## config.mk

```make
export PLATFORM = sky130hd
export DESIGN_NAME = mdio_master
export DESIGN_NICKNAME = d
export VERILOG_FILES = /design/src/rtl/mdio_pkg.sv /design/src/rtl/mdio_clkdiv.sv /design/src/rtl/mdio_shifter.sv /design/src/rtl/mdio_master.sv
export SDC_FILE = /design/constraint.sdc
export NUM_CORES = 1
export LEC_CHECK = 0
export BUFFER_PORTS_ARGS = -buffer_cell sky130_fd_sc_hd__buf_4
export CAP_MARGIN = 20
export CORE_UTILIZATION = 38
export CTS_BUF_LIST = sky130_fd_sc_hd__clkbuf_8
export CTS_CLUSTER_SIZE = 16
export DETAILED_ROUTE_END_ITERATION = 8
export SLEW_MARGIN = 25
export SYNTH_ARGS = -nofsm -noshare
export SYNTH_HDL_FRONTEND = slang
export SYNTH_HIERARCHICAL = 1
export SYNTH_SLANG_ARGS = --single-unit
```

## constraint.sdc

```tcl
create_clock -name clk -period 9.9 [get_ports clk]
set_input_delay 1.485 -clock clk [delete_from_list [all_inputs] [get_ports clk]]
set_output_delay 1.485 -clock clk [all_outputs]
set_load 0.02 [all_outputs]
```

## src/rtl/mdio_pkg.sv

```systemverilog
package mdio_pkg;
  localparam int ADDR_W     = 5;
  localparam int DATA_W     = 16;
  localparam int PRE_BITS   = 32;
  localparam int FRAME_BITS = PRE_BITS + 2 + 2 + 2 * ADDR_W + 2 + DATA_W;
  localparam int TA_POS     = PRE_BITS + 4 + 2 * ADDR_W;
  localparam int DATA_POS   = TA_POS + 2;

  localparam logic [1:0] START_CODE = 2'b01;
  localparam logic [1:0] OP_WRITE   = 2'b01;
  localparam logic [1:0] OP_READ    = 2'b10;
  localparam logic [1:0] TA_DRIVE   = 2'b10;

  function automatic logic [FRAME_BITS-1:0] pack_frame(
    input logic              wr,
    input logic [ADDR_W-1:0] phy,
    input logic [ADDR_W-1:0] ra,
    input logic [DATA_W-1:0] d
  );
    logic [1:0]        op;
    logic [1:0]        ta;
    logic [DATA_W-1:0] body;
    op   = wr ? OP_WRITE : OP_READ;
    ta   = wr ? TA_DRIVE : 2'b11;
    body = wr ? d : '1;
    return {{PRE_BITS{1'b1}}, START_CODE, op, phy, ra, ta, body};
  endfunction
endpackage

```

## src/rtl/mdio_clkdiv.sv

```systemverilog
module mdio_clkdiv #(
  parameter int DIV_W = 8
) (
  input  logic             clk,
  input  logic             rst_n,
  input  logic             start,
  input  logic             run,
  input  logic [DIV_W-1:0] half_div,
  output logic             mdc,
  output logic             rise_tick,
  output logic             fall_tick
);
  logic [DIV_W-1:0] cnt_q, cnt_d, half_m1;
  logic             mdc_q, mdc_d, tick;

  always_comb begin
    half_m1   = (half_div == '0) ? '0 : half_div - 1'b1;
    tick      = run && (cnt_q == half_m1);
    rise_tick = tick && !mdc_q;
    fall_tick = tick && mdc_q;
  end

  always_comb begin
    cnt_d = cnt_q;
    mdc_d = mdc_q;
    if (start) begin
      cnt_d = '0;
      mdc_d = 1'b0;
    end else if (run) begin
      if (tick) begin
        cnt_d = '0;
        mdc_d = ~mdc_q;
      end else begin
        cnt_d = cnt_q + 1'b1;
      end
    end else begin
      cnt_d = '0;
      mdc_d = 1'b0;
    end
  end

  always_ff @(posedge clk or negedge rst_n) begin
    if (!rst_n) begin
      cnt_q <= '0;
      mdc_q <= 1'b0;
    end else begin
      cnt_q <= cnt_d;
      mdc_q <= mdc_d;
    end
  end

  assign mdc = mdc_q;

  // the clock can only rise while a transaction is running
  assert_mdc_gated_R8: assert property (@(posedge clk) disable iff (!rst_n)
    $rose(mdc_q) |-> $past(run));
endmodule

```

## src/rtl/mdio_shifter.sv

```systemverilog
module mdio_shifter
  import mdio_pkg::*;
#(
  parameter int IDLE_BITS = 2
) (
  input  logic                  clk,
  input  logic                  rst_n,
  input  logic                  start,
  input  logic                  is_write,
  input  logic [FRAME_BITS-1:0] frame_in,
  input  logic                  rise_tick,
  input  logic                  fall_tick,
  input  logic                  mdio_i,
  output logic                  active,
  output logic                  finish,
  output logic                  mdio_o,
  output logic                  mdio_oe,
  output logic [DATA_W-1:0]     rd_data,
  output logic                  no_resp
);
  localparam int TOTAL = FRAME_BITS + IDLE_BITS;
  localparam int IDX_W = $clog2(TOTAL);
  localparam logic [IDX_W-1:0] LAST_IDX = IDX_W'(TOTAL - 1);
  localparam logic [IDX_W-1:0] TA_IDX   = IDX_W'(TA_POS);
  localparam logic [IDX_W-1:0] TA2_IDX  = IDX_W'(TA_POS + 1);
  localparam logic [IDX_W-1:0] DAT_IDX  = IDX_W'(DATA_POS);
  localparam logic [IDX_W-1:0] END_IDX  = IDX_W'(FRAME_BITS);

  logic                  act_q, act_d;
  logic [IDX_W-1:0]      idx_q, idx_d;
  logic [FRAME_BITS-1:0] sh_q, sh_d;
  logic [DATA_W-1:0]     rd_q, rd_d;
  logic                  bad_q, bad_d;

  always_comb begin
    act_d = act_q;
    idx_d = idx_q;
    sh_d  = sh_q;
    rd_d  = rd_q;
    bad_d = bad_q;
    if (start) begin
      act_d = 1'b1;
      idx_d = '0;
      sh_d  = frame_in;
      rd_d  = '0;
      bad_d = 1'b0;
    end else if (act_q) begin
      if (rise_tick && !is_write) begin
        if (idx_q == TA2_IDX) bad_d = mdio_i;
        if (idx_q >= DAT_IDX && idx_q < END_IDX) rd_d = {rd_q[DATA_W-2:0], mdio_i};
      end
      if (fall_tick) begin
        if (idx_q == LAST_IDX) begin
          act_d = 1'b0;
        end else begin
          idx_d = idx_q + 1'b1;
          sh_d  = {sh_q[FRAME_BITS-2:0], 1'b0};
        end
      end
    end
  end

  always_ff @(posedge clk or negedge rst_n) begin
    if (!rst_n) begin
      act_q <= 1'b0;
      idx_q <= '0;
      sh_q  <= '0;
      rd_q  <= '0;
      bad_q <= 1'b0;
    end else begin
      act_q <= act_d;
      idx_q <= idx_d;
      sh_q  <= sh_d;
      rd_q  <= rd_d;
      bad_q <= bad_d;
    end
  end

  always_comb begin
    active  = act_q;
    finish  = act_q && fall_tick && (idx_q == LAST_IDX);
    mdio_oe = act_q && (idx_q < END_IDX) && (is_write || idx_q < TA_IDX);
    mdio_o  = mdio_oe && sh_q[FRAME_BITS-1];
    rd_data = rd_q;
    no_resp = bad_q;
  end

  // bit position only moves forward while a frame runs (no restart mid-frame)
  assert_no_restart_R9: assert property (@(posedge clk) disable iff (!rst_n)
    (act_q && $past(act_q)) |-> (idx_q >= $past(idx_q)));
  // the frame never runs past the end of the idle field
  assert_idx_bound_R7: assert property (@(posedge clk) disable iff (!rst_n)
    act_q |-> (idx_q <= LAST_IDX));
endmodule

```

## src/rtl/mdio_master.sv

```systemverilog
module mdio_master
  import mdio_pkg::*;
#(
  parameter int DIV_W     = 8,
  parameter int IDLE_BITS = 2
) (
  input  logic              clk,
  input  logic              rst_n,
  input  logic [DIV_W-1:0]  half_div,
  input  logic              addr_wr,
  input  logic [ADDR_W-1:0] addr_phy,
  input  logic [ADDR_W-1:0] addr_reg,
  input  logic              data_wr,
  input  logic [DATA_W-1:0] data_in,
  input  logic              cmd_wr,
  input  logic              cmd_write,
  input  logic              mdio_i,
  output logic              mdc,
  output logic              mdio_o,
  output logic              mdio_oe,
  output logic              busy,
  output logic              done,
  output logic              rd_err,
  output logic [DATA_W-1:0] data_out
);
  logic [ADDR_W-1:0] phy_q, phy_d, ra_q, ra_d;
  logic [DATA_W-1:0] dat_q, dat_d;
  logic              op_q, op_d, done_q, done_d, err_q, err_d;
  logic              active, start, finish, rise_tick, fall_tick, no_resp;
  logic [DATA_W-1:0] rd_data;
  logic [FRAME_BITS-1:0] frame;

  assign start = cmd_wr && !active;
  assign frame = pack_frame(cmd_write, phy_q, ra_q, dat_q);

  mdio_clkdiv #(.DIV_W(DIV_W)) u_div (
    .clk(clk), .rst_n(rst_n), .start(start), .run(active),
    .half_div(half_div), .mdc(mdc), .rise_tick(rise_tick), .fall_tick(fall_tick)
  );

  mdio_shifter #(.IDLE_BITS(IDLE_BITS)) u_shift (
    .clk(clk), .rst_n(rst_n), .start(start), .is_write(op_q), .frame_in(frame),
    .rise_tick(rise_tick), .fall_tick(fall_tick), .mdio_i(mdio_i),
    .active(active), .finish(finish), .mdio_o(mdio_o), .mdio_oe(mdio_oe),
    .rd_data(rd_data), .no_resp(no_resp)
  );

  always_comb begin
    phy_d  = phy_q;
    ra_d   = ra_q;
    dat_d  = dat_q;
    op_d   = op_q;
    done_d = done_q;
    err_d  = err_q;
    if (!active) begin
      if (addr_wr) begin
        phy_d = addr_phy;
        ra_d  = addr_reg;
      end
      if (data_wr) dat_d = data_in;
      if (start) begin
        op_d   = cmd_write;
        done_d = 1'b0;
        err_d  = 1'b0;
      end
    end else if (finish) begin
      done_d = 1'b1;
      if (!op_q) begin
        err_d = no_resp;
        if (!no_resp) dat_d = rd_data;
      end
    end
  end

  always_ff @(posedge clk or negedge rst_n) begin
    if (!rst_n) begin
      phy_q  <= '0;
      ra_q   <= '0;
      dat_q  <= '0;
      op_q   <= 1'b0;
      done_q <= 1'b0;
      err_q  <= 1'b0;
    end else begin
      phy_q  <= phy_d;
      ra_q   <= ra_d;
      dat_q  <= dat_d;
      op_q   <= op_d;
      done_q <= done_d;
      err_q  <= err_d;
    end
  end

  assign busy     = active;
  assign done     = done_q;
  assign rd_err   = err_q;
  assign data_out = dat_q;

  // the management clock rests low between transactions
  assert_mdc_idle_low_R8: assert property (@(posedge clk) disable iff (!rst_n)
    !busy |-> !mdc);
  // the pad enable moves only at a falling clock or at the start of a frame
  assert_oe_on_fall_R8: assert property (@(posedge clk) disable iff (!rst_n)
    !$stable(mdio_oe) |-> ($fell(mdc) || $rose(busy)));
  // a newly accepted command starts with clear status
  assert_status_cleared_R11: assert property (@(posedge clk) disable iff (!rst_n)
    $rose(busy) |-> (!done && !rd_err));
  // the error flag comes only from read transactions
  assert_err_read_only_R6: assert property (@(posedge clk) disable iff (!rst_n)
    $rose(rd_err) |-> !op_q);
  // the data register is frozen during a transaction
  assert_data_frozen_R9: assert property (@(posedge clk) disable iff (!rst_n)
    (busy && $past(busy)) |-> $stable(data_out));
endmodule

```

# After elaboration in Yosys (flattened, before gate mapping)
# Index checks and enable logic that the tools add are counted.
# Widths: inputs -> output; s select.
# totals
regBits	127
output_inout_bits	22
word_cells	100
# op_classes
eq_ne	8
n_lt_le_gt_ge	3
n_reduce_logical	30
mux	41
n_bitwise	2
n_addsub	3
# ops
operator	count
$mux 64	4
$mux 16	10
$mux 8	4
$mux 7	4
$mux 1	18
$reduce_and 3->1	4
$reduce_bool 2->1	6
$logic_and 1x1->1	11
$add 8x1->8 const B	1
$eq 8x8->1	1
$logic_not 8->1	1
$ne 2x2->1 const B	4
$sub 8x1->8 const B	1
$add 7x1->7 const B	1
$eq 7x6->1 const B	1
$eq 7x7->1 const B	1
$ge 7x6->1 const B	1
$lt 7x6->1 const B	1
$lt 7x7->1 const B	1
$reduce_and 2->1	3
$reduce_and 4->1	1
$logic_not 1->1	3
$ne 3x3->1 const B	1
$mux 2	1
2 further kinds	3

# Logic depth before layout (Yosys ltp)
# Gate-level depths: netlist of run 1.
# depth
depth_word	9
mapped_depth	14
depth_no_buf	12

# Hierarchy
# The synthesis of run 1 kept the hierarchy.
# modules_own_cells
module	cells_per_inst	instances	area_per_inst_um2
mdio_shifter	656	1	5711.7
mdio_master	107	1	1480.2
mdio_clkdiv	95	1	802.0

# Least setup slack after synthesis of run 1
# Ideal clock, no wire load.
# synth_timing
path_type	input -> register
from	input half_div[0]
to	register dat_q[10] (netlist: data_out[10])
t_arrival_ps	4747
cell_stages	14
t_required_ps	9775
path_slack_ps	5028
cell_sequence	inv_1 ha_1 or4b_4 o21ai_2 o2111ai_1 or4_4 nor4_1 nand2_1 clkbuf_1 nor2_1 nor3b_2 mux2i_4 buf_6 mux2_4
# synth_via
elab_chain_cells	9
word_cells_on_any_way	10
classes_between	add/sub (1); eq/ne (2); mux (1); reduce/logical (6)
# synth_rtl
element	line	text
from (decl)	mdio_master.sv:9	input logic [DIV_W-1:0] half_div,
$sub 8x1->8 or $logic_not 8->1 (tied branches)	mdio_clkdiv.sv:17	half_m1 = (half_div == '0) ? '0 : half_div - 1'b1;
$mux 8 (*)	mdio_clkdiv.sv:17	
$eq 8x8->1 (*)	mdio_clkdiv.sv:18	tick = run && (cnt_q == half_m1);
$logic_and 1x1->1 (*)	mdio_clkdiv.sv:18	
$logic_and 1x1->1 (*)	mdio_clkdiv.sv:20	fall_tick = tick && mdc_q;
via fall_tick	mdio_master.sv:29	logic active, start, finish, rise_tick, fall_tick, no_resp;
$logic_and 1x1->1 (*) (2 in a row)	mdio_shifter.sv:81	finish = act_q && fall_tick && (idx_q == LAST_IDX);
via finish	mdio_master.sv:29	
$ne 2x2->1 (no source line) (*)	n/a	
$reduce_and 4->1 (no source line) (*)	n/a	
to (signal assigned)	mdio_master.sv:86	dat_q <= dat_d;
to (decl)	mdio_master.sv:27	logic [DATA_W-1:0] dat_q, dat_d;
# Mark *: on every way through the listed nets, which the timed path passes. The rest lies on a longest branch.
# A chain may end at the register's enable or synchronous reset.

# Worst setup path after layout of run 1
# layout_timing
from	input half_div[0]
to	register u_shift.idx_q[0]
# layout_via
elab_chain_cells	7
word_cells_on_any_way	8
classes_between	add/sub (1); eq/ne (1); mux (1); reduce/logical (5)
# layout_rtl
element	line	text
$sub 8x1->8 or $logic_not 8->1 (tied branches)	mdio_clkdiv.sv:17	
$mux 8 (*)	mdio_clkdiv.sv:17	
$eq 8x8->1 (*)	mdio_clkdiv.sv:18	
$logic_and 1x1->1 (*)	mdio_clkdiv.sv:18	
$logic_and 1x1->1 (*)	mdio_clkdiv.sv:20	
via fall_tick	mdio_master.sv:29	
$reduce_bool 2->1 (no source line) (*)	n/a	
$reduce_and 3->1 (no source line) (*)	n/a	
to (signal assigned)	mdio_shifter.sv:72	idx_q <= idx_d;
to (decl)	mdio_shifter.sv:30	logic [IDX_W-1:0] idx_q, idx_d;
# Marks and branches as above.

==> impl_results.md, run 1 <==
- Status: complete, no violations
- Avg Inst Size Synth: 9.317 sq um
- Setup TNS: 0 ns
- Drt first pass iters: 5
- Register area: 0.003183 sq mm
- PD cells: 182.0 mW/mm^2
- Routed wl met2: slightly below 9 mm
- Final ANT Viol Nets: 0
- Diode count: 0
- Fillers: 2005
- CTS Buf Count: 17
- Fmax: 198.8 MHz
- M1 wire length: approximately 9.5 mm
- Final-report setup violation count: 0
- Metal3 WL: 752 um
- Critical Path Source Type: primary input
- Top cell type's share of synthesized area: between 30% and 40%
- Worst slew pin tran: between 0.9 and 1 ns
- Multi-input logic area: 0.004469 sq mm
- DR vias: 6621
- Post-CTS Resized: 0
- Worst EP required: about 10 ns
- Gr ovfl total: 0
- Slew headroom: 40.00%
- Area leader, netlist: dfrtp_1
- CTS tree: yes
- # rows: 52
- Initial core utilization: 39.13%
- WS Path Type: primary input to flop
- Overall routing resource usage: 18.49%
- CP max FO: 71
- Final Max Slew Viols: 0
- Number of port buffers: between 60 and 70
- RSZ-0062 raised after global routing: no
- Ranking of synthesized cells by area: dfrtp_1 40%, nand3_1 9.4%, o31a_1 7.1%
- Final hold vios: 0
- Period utilization: a little over 50%
- Place WS: 4.382 ns
- CTS HTree Levels: 4
- Layout cells sized above 1: 19.09%
- Most frequent cells after synthesis: 150 x nand3_1, 127 x dfrtp_1, 88 x a21oi_1
- CTS max path bufs: 2
- Tmin final: 5.030 ns
- Drt initial violations: 546
- # Max-Cap Violations: 0
- Hold_buf cts: 0
- CP Capture Type: flop
- Top-level I/O count: 63
- Post-synth cell types: 62
- Root Buffer: clkbuf_8
- Core Region: 0.02043 sq mm
- Arr. time, crit path: 5.36 ns
- Post-CTS Repair Setup Buffers: 0
- Die Ht: 147.0 um
- Largest net degree at the start of global routing: 88
- Post-synth top flop: dfrtp_1
- Clock Skews: ~0.015 ns
- DRC Markers: 0
- DP Wirelength: 10.36 mm
- Initial antenna violation count: 0
- YS warnings: 6
- CTS clk-pin slew, worst paths: about 0.080 ns
- Register area share after synthesis: 39.76%
- Most common cell in the netlist: nand3_1
- Setup ws final: between 4 and 5 ns
- Drt wl/cell: 16.39 um
- HP Class: flop to flop
- Area grow syn2layout: 12.60%
- Die width: 147.0 um
- Leakage: 3.538 nW
- FF+latch count, synth: 127
- Synthesized area: around 0.008 sq mm
- Number of global-route vias before repair: roughly 6700
- # clock sinks: approximately 130
- Clock Latency Late Sink: 0.45 ns
- Vias per cell: ~5.6
- Synth async-reset ratio: 100.0%
- RePlAce Congestion: 0.7971
- Highest Signal Layer: met4
- Cells after synthesis: roughly 860
- First-pass GRT wire length: 33.09 mm
- Worst vdd ir: roughly 99 uV
- Nets: 939
- Final wirelength: ~19 mm
- Number of flops mapped to enable cells by yosys: 0
- Full die area: 0.02162 sq mm
-- registers in the layout, indices dropped and copies added, names as in the netlist, 5 cells and up --
register,count
data_out,16
phy_q,5
ra_q,5
u_div/cnt_q,8
u_shift/idx_q,7
u_shift/rd_data,16
u_shift/sh_q,64
-- cells by family (layout without fill, tap and decap cells) --
family | Yosys count | count (layout) | synth area share [%]
simple gates | 305 | 305 | 21.36
compound gates | 260 | 260 | 23.29
flops | 127 | 127 | 39.76
buf+inv | 101 | 116 | 6.214
mux | 50 | 50 | 7.622
xor+xnor | 8 | 8 | 0.8765
fa+ha+maj | 5 | 5 | 0.7826
other cells | 2 | 35 | 0.09395
-- layout make-up --
| cell class | count | area share (%) |
|---|---|---|
| repair buffers | 73 | 6.088 |
| clock buffers | 17 | 2.599 |
| flip-flops and latches | 127 | 35.36 |
| well taps | 270 | 3.753 |
| multi-input cells | 663 | 49.65 |
| inverters | 11 | 0.4587 |
| clock inverters | 15 | 2.085 |
-- power breakdown --
| part | switching, mW | total [mW] | internal, mW |
|---|---|---|---|
| clock | 0.232 | 0.485 | 0.252 |
| sequential | 0.112 | 0.762 | 0.651 |
| combinational | 0.163 | 0.391 | 0.228 |
-- cell usage in the layout (no fill, tap or decap), types with 3 or more instances in the layout --
master | synthesis | final
dfrtp_1 | 127 | 125
mux2_2 | 37 | 37
conb_1 | 2 | 35
xor2_1 | 6 | 6
buf_4 | 8 | 73
nor3_1 | 8 | 8
inv_6 | 0 | 3
ha_1 | 5 | 4
mux2_4 | 10 | 10
bufinv_16 | 0 | 3
nand3_1 | 150 | 150
nor2b_1 | 4 | 3
inv_1 | 11 | 11
o21a_1 | 3 | 3
nand2b_1 | 87 | 87
o21ai_0 | 22 | 22
nor2_1 | 23 | 23
clkinvlp_4 | 0 | 3
clkbuf_8 | 0 | 17
nand2_1 | 8 | 7
clkinv_4 | 0 | 5
o2bb2ai_1 | 63 | 63
a21oi_1 | 88 | 88
o31a_1 | 65 | 65
-- worst max-delay path: stages --
cell       delay (ns)
buf_4            0.13
inv_1            0.05
ha_1             0.29
or4b_4           0.52
o21ai_2          0.12
o2111ai_1        0.12
or4_4            0.48
nor4_2           0.26
buf_4            0.62
nand2_2          0.11
buf_4            0.39
a21oi_1          0.40
mux2_2           0.37
-- per-layer routing --
metal,up-vias,global-route usage [%]
met2,147,30.26
met3,11,3.975
met5,-,0
met4,0,3.866
met1,3259,25.08
li1,3204,-
-- through the flow --
| stage | power, mW | util, % | hold slack, ns | area, sq um | cells |
|---|---|---|---|---|---|
| 2_1_floorplan | 1.058 | - | 0.4716 | 8118 | 891 |
| 3_3_place_gp | 1.157 | 42.00 | 0.4837 | 8579 | 1144 |
| 3_5_place_dp | 1.163 | 42.00 | 0.4860 | 8579 | 1144 |
| 4_1_cts | 1.655 | 44.06 | 0.5053 | 9001 | 1176 |
| 5_1_grt | 1.734 | 44.06 | 0.5242 | 9001 | 1176 |
| 6_report | 1.638 | 44.06 | 0.5012 | 9001 | 1176 |
-- final timing paths --
path	start	to	slack, ns	cells after the start
setup reg to reg	u_shift/active	u_shift/idx_q[0]	5.92	9
min in group asynchronous	rst_n	phy_q[3]	1.11	1
setup / recovery	half_div[0]	u_shift/idx_q[0]	4.87	13
hold / removal	ra_q[1]	ra_q[1]	0.50	1
max in group asynchronous	rst_n	u_shift/rd_data[7]	7.39	2
hold reg to reg	ra_q[1]	ra_q[1]	0.50	1
(Power assumes the default switching activity.)
==> inputs of run 2 (changes only) <==
--- a/config.mk
+++ b/config.mk
@@ -5,6 +5,7 @@
 export SDC_FILE = /design/constraint.sdc
 export NUM_CORES = 1
 export LEC_CHECK = 0
+export ABC_AREA = 1
 export BUFFER_PORTS_ARGS = -buffer_cell sky130_fd_sc_hd__buf_4
 export CAP_MARGIN = 20
 export CORE_UTILIZATION = 38
==> constraint.sdc (replaced) <==
create_clock -name clk -period 4.3 [get_ports clk]
set_input_delay 0.645 -clock clk [delete_from_list [all_inputs] [get_ports clk]]
set_output_delay 0.645 -clock clk [all_outputs]
set_load 0.02 [all_outputs]
==> run 2 against run 1 <==
Largest cell class unchanged; clock power increased by 130%; critical endpoint is now u_shift/sh_q[27]; sequential share of layout area increased by 4.0 points; sequential power rose by 98%; highest routed layer unchanged.
==> impl_results.md, run 2 <==
- HP Class: primary input to asynchronous set/reset pin
- Slowest stage delay, CP: 0.42 ns (-0.20 ns)
- Final wirelength: 14.57 mm (-24%)
- Most flops, register: u_shift/sh_q
- CTS clk-pin slew, worst paths: 0.07 ns (about the same)
- Tmin final: slightly above 3 ns
- Most used cell, CP: nand2_2
- Comb pwr share: 20.8% (-3.1 points)
- Full die area: 0.01901 sq mm (-12%)
- Overall routing resource usage: 17.01% (-1.5 points)
- # Max-Cap Violations: 0 (unchanged)
- Layout Utilization: 44.75% (+0.69 points)
- Clock Skews: 0.008214 ns (-0.007173 ns)
- DRC Markers: 0 (unchanged)
- Most frequent cells after synthesis: 334 x nand2_1, 127 x dfrtp_1, 99 x inv_1
- FF+latch count, synth: 127 (unchanged)
- Critical path's top delay family: simple AND/OR/NAND/NOR gates
- Most frequent cells in the layout: 334 x nand2_1, 127 x dfrtp_1, 99 x inv_1
- Number of flops mapped to enable cells by yosys: 0 (unchanged)
- Initial core utilization: 38.92% (-0.21 points)
- Core Region: 0.01802 sq mm (-12%)
- Seq pwr share: 45.6% (-0.9 points)
- DP Wirelength: 9.575 mm (-7.6%)
- DR vias: 5629 (-15%)
- Critical path, cell by cell: buf_4, inv_1, ha_1, nand2_2, nor2_4, nand2_2, nand3_2, nand2_1, nor2_1, nand2_2, nor2_4, nand3_1, inv_1, nand2_1, inv_1, nand2_2, nand2_4, buf_12, nand2_1, o21ai_2
- Setup TNS: 0 ns (unchanged)
- Synthesized area: 0.007015 sq mm (-12%)
- Clock Latency Late Sink: 0.44 ns (about the same)
- Layout cells sized above 1: 20.38% (+1.3 points)
- WS Path Type: primary input to flop
- Most common cell after layout, fill and taps aside: nand2_1
- Area leader, netlist: dfrtp_1
- Initial antenna violation count: 0 (unchanged)
- Vias per cell: 4.595 (-18%)
- Final hold vios: 0 (unchanged)
- Leakage: 4.165 nW (+18%)
- CP Capture Type: flop
- Avg Inst Size Synth: 7.718 sq um (-17%)
- Register area share after synthesis: 45.30% (+5.5 points)
- Post-CTS Repair Setup Buffers: 0 (unchanged)
- Slew headroom: 40.94% (+0.95 points)
- Worst vdd ir: 202.6 uV (+100%)
- Nets: 1031 (+9.8%)
- Die width: 137.9 um (-6.2%)
- Drt initial violations: 458 (-16%)
- RePlAce Congestion: 0.8285 (+3.9%)
- CTS HTree Levels: 4 (unchanged)
- First-pass GRT wire length: 25.30 mm (-24%)
- CTS Buf Count: 17 (unchanged)
- Int Pwr: 2.343 mW (+110%)
- Critical Path Source Type: primary input
- CTS max path bufs: 2 (unchanged)
- Drt wl/cell: 11.89 um (-27%)
- Sw frac: 29.27% (-1.7 points)
- Post-synth top flop: dfrtp_1
- YS warnings: 6 (unchanged)
- Post-CTS Resized: 0 (unchanged)
- Number of port buffers: 62 (unchanged)
- RSZ-0062 raised after global routing: no
- Largest net degree at the start of global routing: 131 (+49%)
- Worst EP required: 4.66 ns (-5.57 ns)
- WP buf/inv: 5 (+1)
- Reg-to-reg slack, setup: 1.84 ns (-4.08 ns)
- Drt first pass iters: 7 (+2)
- Area grow syn2layout: 14.98%
- Fmax: 327.2 MHz
- # clock sinks: 127 (unchanged)
- CTS tree: yes
- Hold_buf cts: 0 (unchanged)
- Cells after synthesis: 909 (+5.9%)
- Root Buffer: clkbuf_8
- Arr. time, crit path: 3.42 ns (-1.94 ns)
- Ranking of synthesized cells by area: dfrtp_1 45%, nand2_1 18%, o21ai_2 6.2%
- Post-synth cell types: 31 (-50%)
- Clk pwr share: 33.6% (+4.0 points)
- # rows: 49 (-5.8%)
- Top-level I/O count: 63 (unchanged)
- Status: complete, no violations
- Master of the slowest instance on the critical path: nand2_4
- Gr ovfl total: 0 (unchanged)
- Final ANT Viol Nets: 0 (unchanged)
- Most common cell in the netlist: nand2_1
- Die Ht: 137.9 um (-6.2%)
- Number of global-route vias before repair: 5287 (-21%)
- PD cells: 410.8 mW/mm^2 (+130%)
- Period utilization: 71.07%
- Worst slew pin tran: 0.8859 ns (-0.01421 ns)
- Diode count: 0 (unchanged)
- Final-report setup violation count: 0 (unchanged)
- CP max FO: 45 (-37%)
- Final Max Slew Viols: 0 (unchanged)
- Synth async-reset ratio: 100.0% (unchanged)
- Top cell type's share of synthesized area: 45.30% (+5.5 points)
- Max reg flops: 64 (unchanged)
- P_sw: 969.9 uW (+91%)
run 2: cell types whose count changed in the layout (fill, tap and decap cells not counted), sizes merged, moves of 21 or more:
cell,delta
a21oi,-84
nor2,+21
o31a,-65
nand2b,-87
o21ai,+110
mux2,-47
nand2,+340
nand3,-89
o2bb2ai,-63
inv,+93
run 2: final timing paths:
check                                from             endpoint  cells past startpoint
max reg2reg                u_shift/active      u_shift/sh_q[5]                      8
min in group clk              addr_phy[1]             phy_q[1]                      3
max in group asynchronous           rst_n  u_shift/rd_data[13]                      2
min                                 rst_n     u_shift/idx_q[4]                      1
min reg2reg                       ra_q[1]              ra_q[1]                      2
max                           half_div[0]     u_shift/sh_q[27]                     20
run 2: kinds of logic (layout without fill, tap and decap cells):
group / Yosys count / count (layout) / synth area share (%)
AOI/OAI and AO/OA: 139 / 139 / 12.63
and+or+nand+nor: 479 / 479 / 29.82
xor gates and xnor gates: 7 / 7 / 0.8739
adders and majority gates: 5 / 5 / 0.8917
other: 2 / 35 / 0.1070
DFF: 127 / 127 / 45.30
buffers and inverters: 150 / 204 / 10.38
run 2: layout make-up:
class,instances,area (sq um)
repair buffers,68,545.5
flip-flops and latches,127,3178
inverters,106,401.6
well taps,229,286.5
clock inverters,12,168.9
clock buffers,18,247.7
fillers,1856,9958
multi-input cells,665,3238
run 2: power groups by stage:
stage               Sequential, mW  Clock [mW]  Combinational (mW)
finish                        1.51        1.11               0.688
global route                  1.54        1.20               0.806
CTS                           1.51        1.15               0.699
detailed placement            1.53           0               0.695
global placement              1.53           0               0.685
floorplan                     1.51           0               0.540
run 2: per-stage QoR:
stage | cell area, sq um | hold slack [ns] | instances | power [mW] | setup slack [ns]
3_3_place_gp | 7644 | 0.4561 | 1195 | 2.215 | 0.8413
5_1_grt | 8066 | 0.3913 | 1225 | 3.544 | 0.9465
2_1_floorplan | 7139 | 0.3494 | 942 | 2.052 | 1.434
4_1_cts | 8064 | 0.3835 | 1225 | 3.361 | 1.286
6_report | 8066 | 0.3019 | 1225 | 3.313 | 1.244
3_5_place_dp | 7647 | 0.4592 | 1195 | 2.230 | 0.8008
run 2: layer usage:
| metal | vias to the layer above | GRT usage (%) | wire, um |
|---|---|---|---|
| li1 | 2945 | - | - |
| met1 | 2598 | 23.48 | 7331 |
| met2 | 72 | 26.42 | 6593 |
| met3 | 14 | 3.947 | 459 |
| met4 | 0 | 5.072 | 183 |
| met5 | - | 0 | 0 |
